--- src/rtl/ddr_pattern_tester.sv ---
module ddr_pattern_tester #(
  parameter int ROWS   = 9,
  parameter int COLS   = 1024,
  parameter int HALF_W = 16,
  parameter int ERR_W  = 16,
  parameter int LED_W  = 8,
  localparam int ROW_W  = (ROWS > 1) ? $clog2(ROWS) : 1,
  localparam int COL_W  = $clog2(COLS),
  localparam int WORD_W = 2 * HALF_W
) (
  input  logic              clk,
  input  logic              rst_n,
  input  logic              start_btn,
  input  logic              wr_take,
  input  logic              rd_valid,
  input  logic [WORD_W-1:0] rd_word,
  output logic              cmd_req,
  output logic              cmd_rd,
  output logic [ROW_W-1:0]  row_addr,
  output logic [COL_W-1:0]  col_addr,
  output logic [WORD_W-1:0] wr_word,
  output logic              row_done,
  output logic [ERR_W-1:0]  err_count,
  output logic [LED_W-1:0]  leds
);
  localparam logic [COL_W-1:0] LAST_COL = COL_W'(COLS - 2);
  localparam logic [ROW_W-1:0] LAST_ROW = ROW_W'(ROWS - 1);
  localparam logic [ERR_W-1:0] ERR_MAX  = {ERR_W{1'b1}};
  localparam logic [LED_W-1:0] PASS_PAT = LED_W'(1);
  localparam logic [LED_W-1:0] FAIL_PAT = LED_W'(63);

  typedef enum logic [2:0] {S_IDLE, S_WR, S_WR_END, S_RD, S_RD_END, S_DONE} state_t;

  state_t            state;
  logic              btn_q;
  logic [ROW_W-1:0]  row;
  logic [COL_W-1:0]  col;
  logic [HALF_W-1:0] wcnt, ecnt;
  logic [ERR_W-1:0]  errs;
  logic              fail;

  wire go       = start_btn & ~btn_q;
  wire row_end  = (col == LAST_COL);
  wire last_row = (row == LAST_ROW);
  wire [WORD_W-1:0] exp_word = {ecnt, ecnt + HALF_W'(1)};
  wire miss = (state == S_RD) && rd_valid && (rd_word != exp_word);

  always_ff @(posedge clk) begin
    if (!rst_n) begin
      state <= S_IDLE;
      btn_q <= 1'b0;
      row   <= '0;
      col   <= '0;
      wcnt  <= '0;
      ecnt  <= '0;
      errs  <= '0;
      fail  <= 1'b0;
    end else begin
      btn_q <= start_btn;
      case (state)
        S_IDLE, S_DONE:
          if (go) begin
            state <= S_WR;
            row   <= '0;
            col   <= '0;
            wcnt  <= '0;
            errs  <= '0;
            fail  <= 1'b0;
          end
        S_WR:
          if (wr_take) begin
            wcnt <= wcnt + HALF_W'(2);
            if (row_end) begin
              col   <= '0;
              state <= S_WR_END;
            end else begin
              col <= col + COL_W'(2);
            end
          end
        S_WR_END:
          if (last_row) begin
            row   <= '0;
            ecnt  <= '0;
            state <= S_RD;
          end else begin
            row   <= row + ROW_W'(1);
            state <= S_WR;
          end
        S_RD:
          if (rd_valid) begin
            ecnt <= ecnt + HALF_W'(2);
            if (miss) begin
              fail <= 1'b1;
              if (errs != ERR_MAX) errs <= errs + ERR_W'(1);
            end
            if (row_end) begin
              col   <= '0;
              state <= S_RD_END;
            end else begin
              col <= col + COL_W'(2);
            end
          end
        S_RD_END:
          if (last_row) begin
            state <= S_DONE;
          end else begin
            row   <= row + ROW_W'(1);
            state <= S_RD;
          end
        default: state <= S_IDLE;
      endcase
    end
  end

  assign cmd_req   = (state == S_WR) || (state == S_RD);
  assign cmd_rd    = (state == S_RD) || (state == S_RD_END);
  assign row_addr  = row;
  assign col_addr  = col;
  assign wr_word   = {wcnt, wcnt + HALF_W'(1)};
  assign row_done  = (state == S_WR_END) || (state == S_RD_END);
  assign err_count = errs;
  assign leds      = (state != S_DONE) ? '0 : (fail ? FAIL_PAT : PASS_PAT);
endmodule


--- config.mk ---
export PLATFORM = sky130hd
export DESIGN_NAME = ddr_pattern_tester
export DESIGN_NICKNAME = d
export VERILOG_FILES = /design/src/rtl/ddr_pattern_tester.sv
export SDC_FILE = /design/constraint.sdc
export NUM_CORES = 1
export LEC_CHECK = 0
export ABC_CLOCK_PERIOD_IN_PS = 2900
export BUFFER_PORTS_ARGS = -buffer_cell sky130_fd_sc_hd__buf_2
export CAP_MARGIN = 5
export CORE_MARGIN = 5
export CORE_UTILIZATION = 54
export CTS_BUF_LIST = sky130_fd_sc_hd__clkbuf_4
export DETAILED_ROUTE_END_ITERATION = 10
export PLACE_DENSITY = 0.83
export SETUP_SLACK_MARGIN = 0.5
export SLEW_MARGIN = 20
export SYNTH_ARGS = -nofsm -noshare
export SYNTH_HDL_FRONTEND = slang
export SYNTH_SLANG_ARGS = --single-unit
--- constraint.sdc ---
create_clock -name clk -period 2.9 [get_ports clk]
set_input_delay 0.58 -clock clk [delete_from_list [all_inputs] [get_ports clk]]
set_output_delay 0.58 -clock clk [all_outputs]
set_load 0.02 [all_outputs]
==> results.toml, run 1 <==
[final_layout]
layout_common_cells = "104 x buf_2, 61 x dfxtp_1, 55 x nor2_1"
layout.cells.non_filler = 628
final_common_cell = "buf_2"
num_antenna_cells = 0
drive_gt1_share_pct = 26.5
final_nets = 586
area_delta_synth_final_pct = 18.5
design_area_sq_um = 4340
utilization_pct = 64.9

[run]
maxCapViolCount = 0

[clock_tree]
clk_latency_ns = 0.40
cts_tree = "built"
cts_max_level = 3
cts.path.max_buffers = 2
root_buffer = "clkbuf_4"
cts_buffers = 9
clk_pin_slew_worst_paths_ns = 0.11
hold_buffers = 0
clkSinkCount = 64

[critical_path]
cp-end-kind = "flip-flop"
crit_required_ns = 3.23
crit_fanout = 11
rr_endpoint = "col_addr[9]"
worst_setup_path_start_kind = "flip-flop"
crit_arrival_ns = 2.63
worstSetupPathType = "flip-flop to flip-flop"
setup.worst_path.start = "state[0]"
r2r_slack_ns = 0.60
crit_path_end = "col_addr[9]"
r2r-start = "state[0]"
rr_worst_depth = 7

[power]
p_leak_nw = 1.86
p_total_mw = 1.77
ir_drop_mv = 0.276
p_per_area_nw_per_um2 = 408
p_int_mw = 1.25
clock_power_share_pct = 33.9
pwr-share-comb_pct = 14.3
swShare_pct = 29.4
p_sw_mw = 0.521
pwr-share-seq_pct = 51.9

[synthesis]
synth_area_per_cell_sq_um = 8.05
ys_warn_count = 0
synthCells = 455
ys.flop_type = "dfxtp_1"
ys_ff_latch = 64
async_flop_share_pct = 0
synth_seq_area_share_pct = 35.0
syn-cell-area_sq_um = 3660
synth-edff-count = 0
synth_cell_types = 57

[routing]
drt_iter0_markers = 144
drc = 0
vias_per_cell = 5.81
routed_wl_um = 9210
first_pass_iters = 4
ant_nets = 0
via_count = 3648
routedWlPerCell_um = 14.7

[global_route]
grt_pass1_vias = 3201
grt_overflow = 0
grt_max_degree = 24
grt_pass1_wl_um = 14900
grt_usage_pct = 21.1
antenna_found_initial = 0

[die]
start_util_pct = 54.8
die_y_um = 92.4
io_pins = 110
core_sq_um = 6680
rows = 30
die_x_um = 92.4
dieArea_sq_um = 8530

[place]
globalplace.congestion = 0.853
port_buffers = 104
placed_area_sq_um = 4140
dp_slack_ns = 0.327
dp_hpwl_um = 6880
placedCellCount = 609

[timing]
tns_ns = 0
tightestPinTransition_ns = 0.596
hold_ws_ns = 0.403
maxSlewViolCount = 0
clock_skew_ns = 0.0158
min_period_ns = 2.30
finalCritPeriodShare_pct = 79.3
hold_viol_final = 0
slew_headroom_pct = 59.3
achievable-frequency_ghz = 0.435
final.setup.worst_slack_ns = 0.601
setup_viol = 0
rsz0062_at_grt = "yes"

[status]
status = "completed"

[hold_path]
hold_path_class = "input port to flip-flop"
hold_start = "start_btn"
[critical path: stages (launching register included)]
cell     delay, ns
dfxtp_2       0.40
nor2b_4       0.18
buf_4         0.16
or4_1         0.64
nand3_2       0.22
nand2_1       0.13
or3_1         0.35
a21oi_1       0.14
[power groups by stage]
stage                     clock [mW]  combinational [mW]  sequential [mW]
after floorplan                    0               0.170            0.935
after global placement             0               0.234            0.936
after detailed placement           0               0.240            0.937
after CTS                      0.612               0.243            0.918
after global routing           0.657               0.278            0.923
final                          0.601               0.253            0.919
[logic make-up (layout without fill, tap and decap cells)]
kind of cell	after synthesis	count (layout)	synth area share, %
muxes	2	2	0.581
buffers and inverters	49	139	6.49
and+or+nand+nor	217	217	32.5
adders and majority gates	6	6	2.05
AOI/OAI and AO/OA	80	80	14.9
xor gates and xnor gates	35	35	8.37
other	2	5	0.205
DFF	64	64	35.0
[worst min-delay path by stage]
| stage | cells past startpoint | slack [ns] | to |
|---|---|---|---|
| after detailed placement | 2 | 0.49 | err_count[9] |
| after CTS | 2 | 0.40 | btn_q |
| after global placement | 2 | 0.48 | err_count[9] |
| after floorplan | 2 | 0.43 | fail |
| after global routing | 2 | 0.39 | btn_q |
| final | 2 | 0.40 | btn_q |
[sequential cells by signal, indices dropped and copies added (netlist names)]
register	cells
row_addr	4
fail	1
col_addr	9
btn_q	1
state	3
ecnt	15
err_count	16
wcnt	15
[routing by layer]
layer	part of all wire [%]	track usage, %	vias to the layer above
li1	-	-	1796
met1	44	27.4	1711
met2	48	34.8	126
met3	6.2	3.98	15
met4	1.6	7.43	0
met5	0	0	-
[synth_stat cells (6+ instances only)]
library cell,n,area [sq um]
and3_1,14,87.6
and4_1,6,52.6
nor2_1,55,206
a21oi_1,21,105
xor2_1,22,193
dfxtp_1,64,1280
nor3_1,9,45.0
buf_4,11,82.6
o31ai_1,8,60.1
nand2b_1,16,100
and2_1,7,43.8
nand4_1,18,113
ha_1,6,75.1
clkbuf_1,23,86.3
inv_1,10,37.5
nand3_1,23,115
o21ai_0,18,90.1
or3_1,14,87.6
nand2_1,27,101
xnor2_1,13,114
[layout make-up]
cell class / instances / area [sq um]
clock buffer: 9 / 67.6
tap: 80 / 100
multi-input combinational: 345 / 2190
inverter: 10 / 37.5
sequential: 64 / 1290
fill: 568 / 2340
timing repair buffer: 113 / 588
clock inverter: 7 / 72.6
[timing repair]
action	CTS	global route
buffers inserted	0	3
resized for setup	4	7
endpoints found under the setup margin	13	24
Note: power is estimated with default switching activity, not from simulation.
==> run 2, diff against run 1 <==
ABC_CLOCK_PERIOD_IN_PS = 2080   (was 2900)
CORE_UTILIZATION = 48   (was 54)
PLACE_DENSITY = 0.78   (was 0.83)
clock period = 2.08 ns   (was 2.9 ns; I/O delays follow)
==> run 2 against run 1 <==
Effect of this change: combinational power rose to 2.9 times the previous value; flip-flop and latch count stayed put; the run now ends with setup timing left; non-clock buffer count is 88 higher; critical path depth increased by 2; final cell count is 17% higher; clock power up 46%; routed wire length up 60%.
==> results.toml, run 2 (synthesized netlist as in run 1, its figures left out) <==
[timing]
final.setup.worst_slack_ns = -0.0414
finalCritPeriodShare_pct = 102
clock_skew_ns = 0.0113
setup_viol = 1
hold_ws_ns = 0.282
hold_viol_final = 0
achievable-frequency_ghz = 0.471
slew_headroom_pct = 66.5
rsz0062_at_grt = "yes"
min_period_ns = 2.12
tightestPinTransition_ns = 0.501
maxSlewViolCount = 0

[critical_path]
crit_path_frequent_cell = "buf_4"
crit_fanout = 5
worstSetupPathType = "flip-flop to flip-flop"
slowest_delay_ns = 0.39
crit_arrival_ns = 2.43
worst_setup_path_start_kind = "flip-flop"
path_cells = "buf_4 -> nor2b_4 -> buf_6 -> buf_4 -> nand3b_1 -> nand3_4 -> nand2_4 -> o21ai_0 -> a21oi_2"
rr_worst_depth = 9
critPathTopFamily = "simple AND/OR/NAND/NOR gates"
crit_required_ns = 2.39
cp-end-kind = "flip-flop"
path_depth = 9
path_buf_inv = 3
r2r_slack_ns = -0.04
critPathSlowestCell = "o21ai_0"

[die]
rows = 31
die_y_um = 97.4
die_x_um = 97.4
core_sq_um = 7330
dieArea_sq_um = 9480
io_pins = 110
start_util_pct = 50.0

[routing]
drc = 0
drt_iter0_markers = 310
vias_per_cell = 6.04
highest_layer = "met4"
routedWlPerCell_um = 20.0
ant_nets = 0
via_count = 4445
routed_wl_um = 14700
first_pass_iters = 5
met1_length_um = 5280
route.met3.wl_um = 1240
route.met2.wl_um = 7470

[final_layout]
area.sequential_sq_um = 1340
multi_input_area_sq_um = 2850
utilization_pct = 82.2
fillCellCount = 403
area_delta_synth_final_pct = 64.5
final_nets = 674
largest_reg_flops = 16
final_common_cell = "buf_2"
layout_common_cells = "95 x buf_2, 62 x buf_4, 50 x nor2_1"
drive_gt1_share_pct = 56.1

[global_route]
grt_pass1_vias = 4158
grt_usage_pct = 25.2
grt_overflow = 0
grt_pass1_wl_um = 20000
grt_max_degree = 15
antenna_found_initial = 1

[clock_tree]
clk_pin_slew_worst_paths_ns = 0.12
cts_buffers = 9
clk_latency_ns = 0.43
root_buffer = "clkbuf_4"
cts_max_level = 3
clkSinkCount = 64
cts_tree = "built"
cts.path.max_buffers = 2

[status]
status = "finished with violations"
violations = "setup timing"

[place]
globalplace.congestion = 0.852
port_buffers = 104
dp_hpwl_um = 7540

[power]
ir_drop_mv = 0.289
p_per_area_nw_per_um2 = 480
p_leak_nw = 2.53

[hold_path]
hold_path_class = "input port to flip-flop"
min_path_cells = 2

[run]
maxCapViolCount = 0
## run 2: cell count changes in the layout (fill, tap and decap cells not counted), moves of 11 or more
cell,before,now
dfxtp_1,61,33
dfxtp_2,2,22
buf_6,0,33
o21ai_0,18,7
buf_4,9,62
## run 2: repair_timing
item | CTS | global route
pin swaps | 44 | 35
buffers inserted | 39 | 22
cloned | 3 | 1
gates resized for setup | 114 | 60
endpoints found under the setup margin | 65 | 77
hold buffers | 0 | 0
## run 2: per-layer routing
metal	up-vias	GRT usage (%)
met4	0	12.2
met2	286	45.5
met1	2100	28.2
met5	-	0
li1	1980	-
met3	79	4.95
## run 2: worst register-to-register path, stage by stage (launching register included)
cell and delay [ns]:
dfxtp_2 0.38, buf_4 0.14, nor2b_4 0.27, buf_6 0.15
buf_4 0.11, nand3b_1 0.20, nand3_4 0.16, nand2_4 0.06
o21ai_0 0.40, a21oi_2 0.13
## run 2: stage by stage
| step | cell area (sq um) | power (mW) | setup WS [ns] | std cells | setup TNS [ns] |
|---|---|---|---|---|---|
| 2_1_floorplan | 4000 | 1.60 | 0.202 | 458 | 0 |
| 3_3_place_gp | 4640 | 1.74 | -0.0386 | 654 | -0.0536 |
| 3_5_place_dp | 4640 | 1.75 | -0.0845 | 654 | -0.238 |
| 4_1_cts | 5560 | 2.70 | 0.126 | 712 | 0 |
| 5_1_grt | 6020 | 2.96 | -0.0703 | 736 | -0.209 |
| 6_report | 6020 | 2.89 | -0.0414 | 736 | -0.0414 |
## run 2: layout make-up
class                   count  share of cell area (%)
multi-input cells         345                    47.3
clock inverters             5                   0.789
repair buffers            201                    25.5
diodes                      1                  0.0415
inverters                  10                   0.665
clock buffers              11                    1.37
flip-flops and latches     64                    22.3
well taps                  99                    2.06
## run 2: worst paths after layout
| check | startpoint | endpoint |
|---|---|---|
| worst max-delay path | state[0] | col_addr[9] |
| worst max register to register | state[0] | col_addr[9] |
| worst min-delay path | start_btn | btn_q |
| worst min register to register | err_count[9] | err_count[9] |
## run 2: power by group
| part | internal, mW | total, mW | switching, mW | leakage (nW) |
|---|---|---|---|---|
| clock | 0.383 | 0.877 | 0.494 | 0.0757 |
| sequential | 1.24 | 1.27 | 0.0307 | 0.534 |
| combinational | 0.335 | 0.740 | 0.404 | 1.92 |
| total | 1.96 | 2.89 | 0.929 | 2.53 |
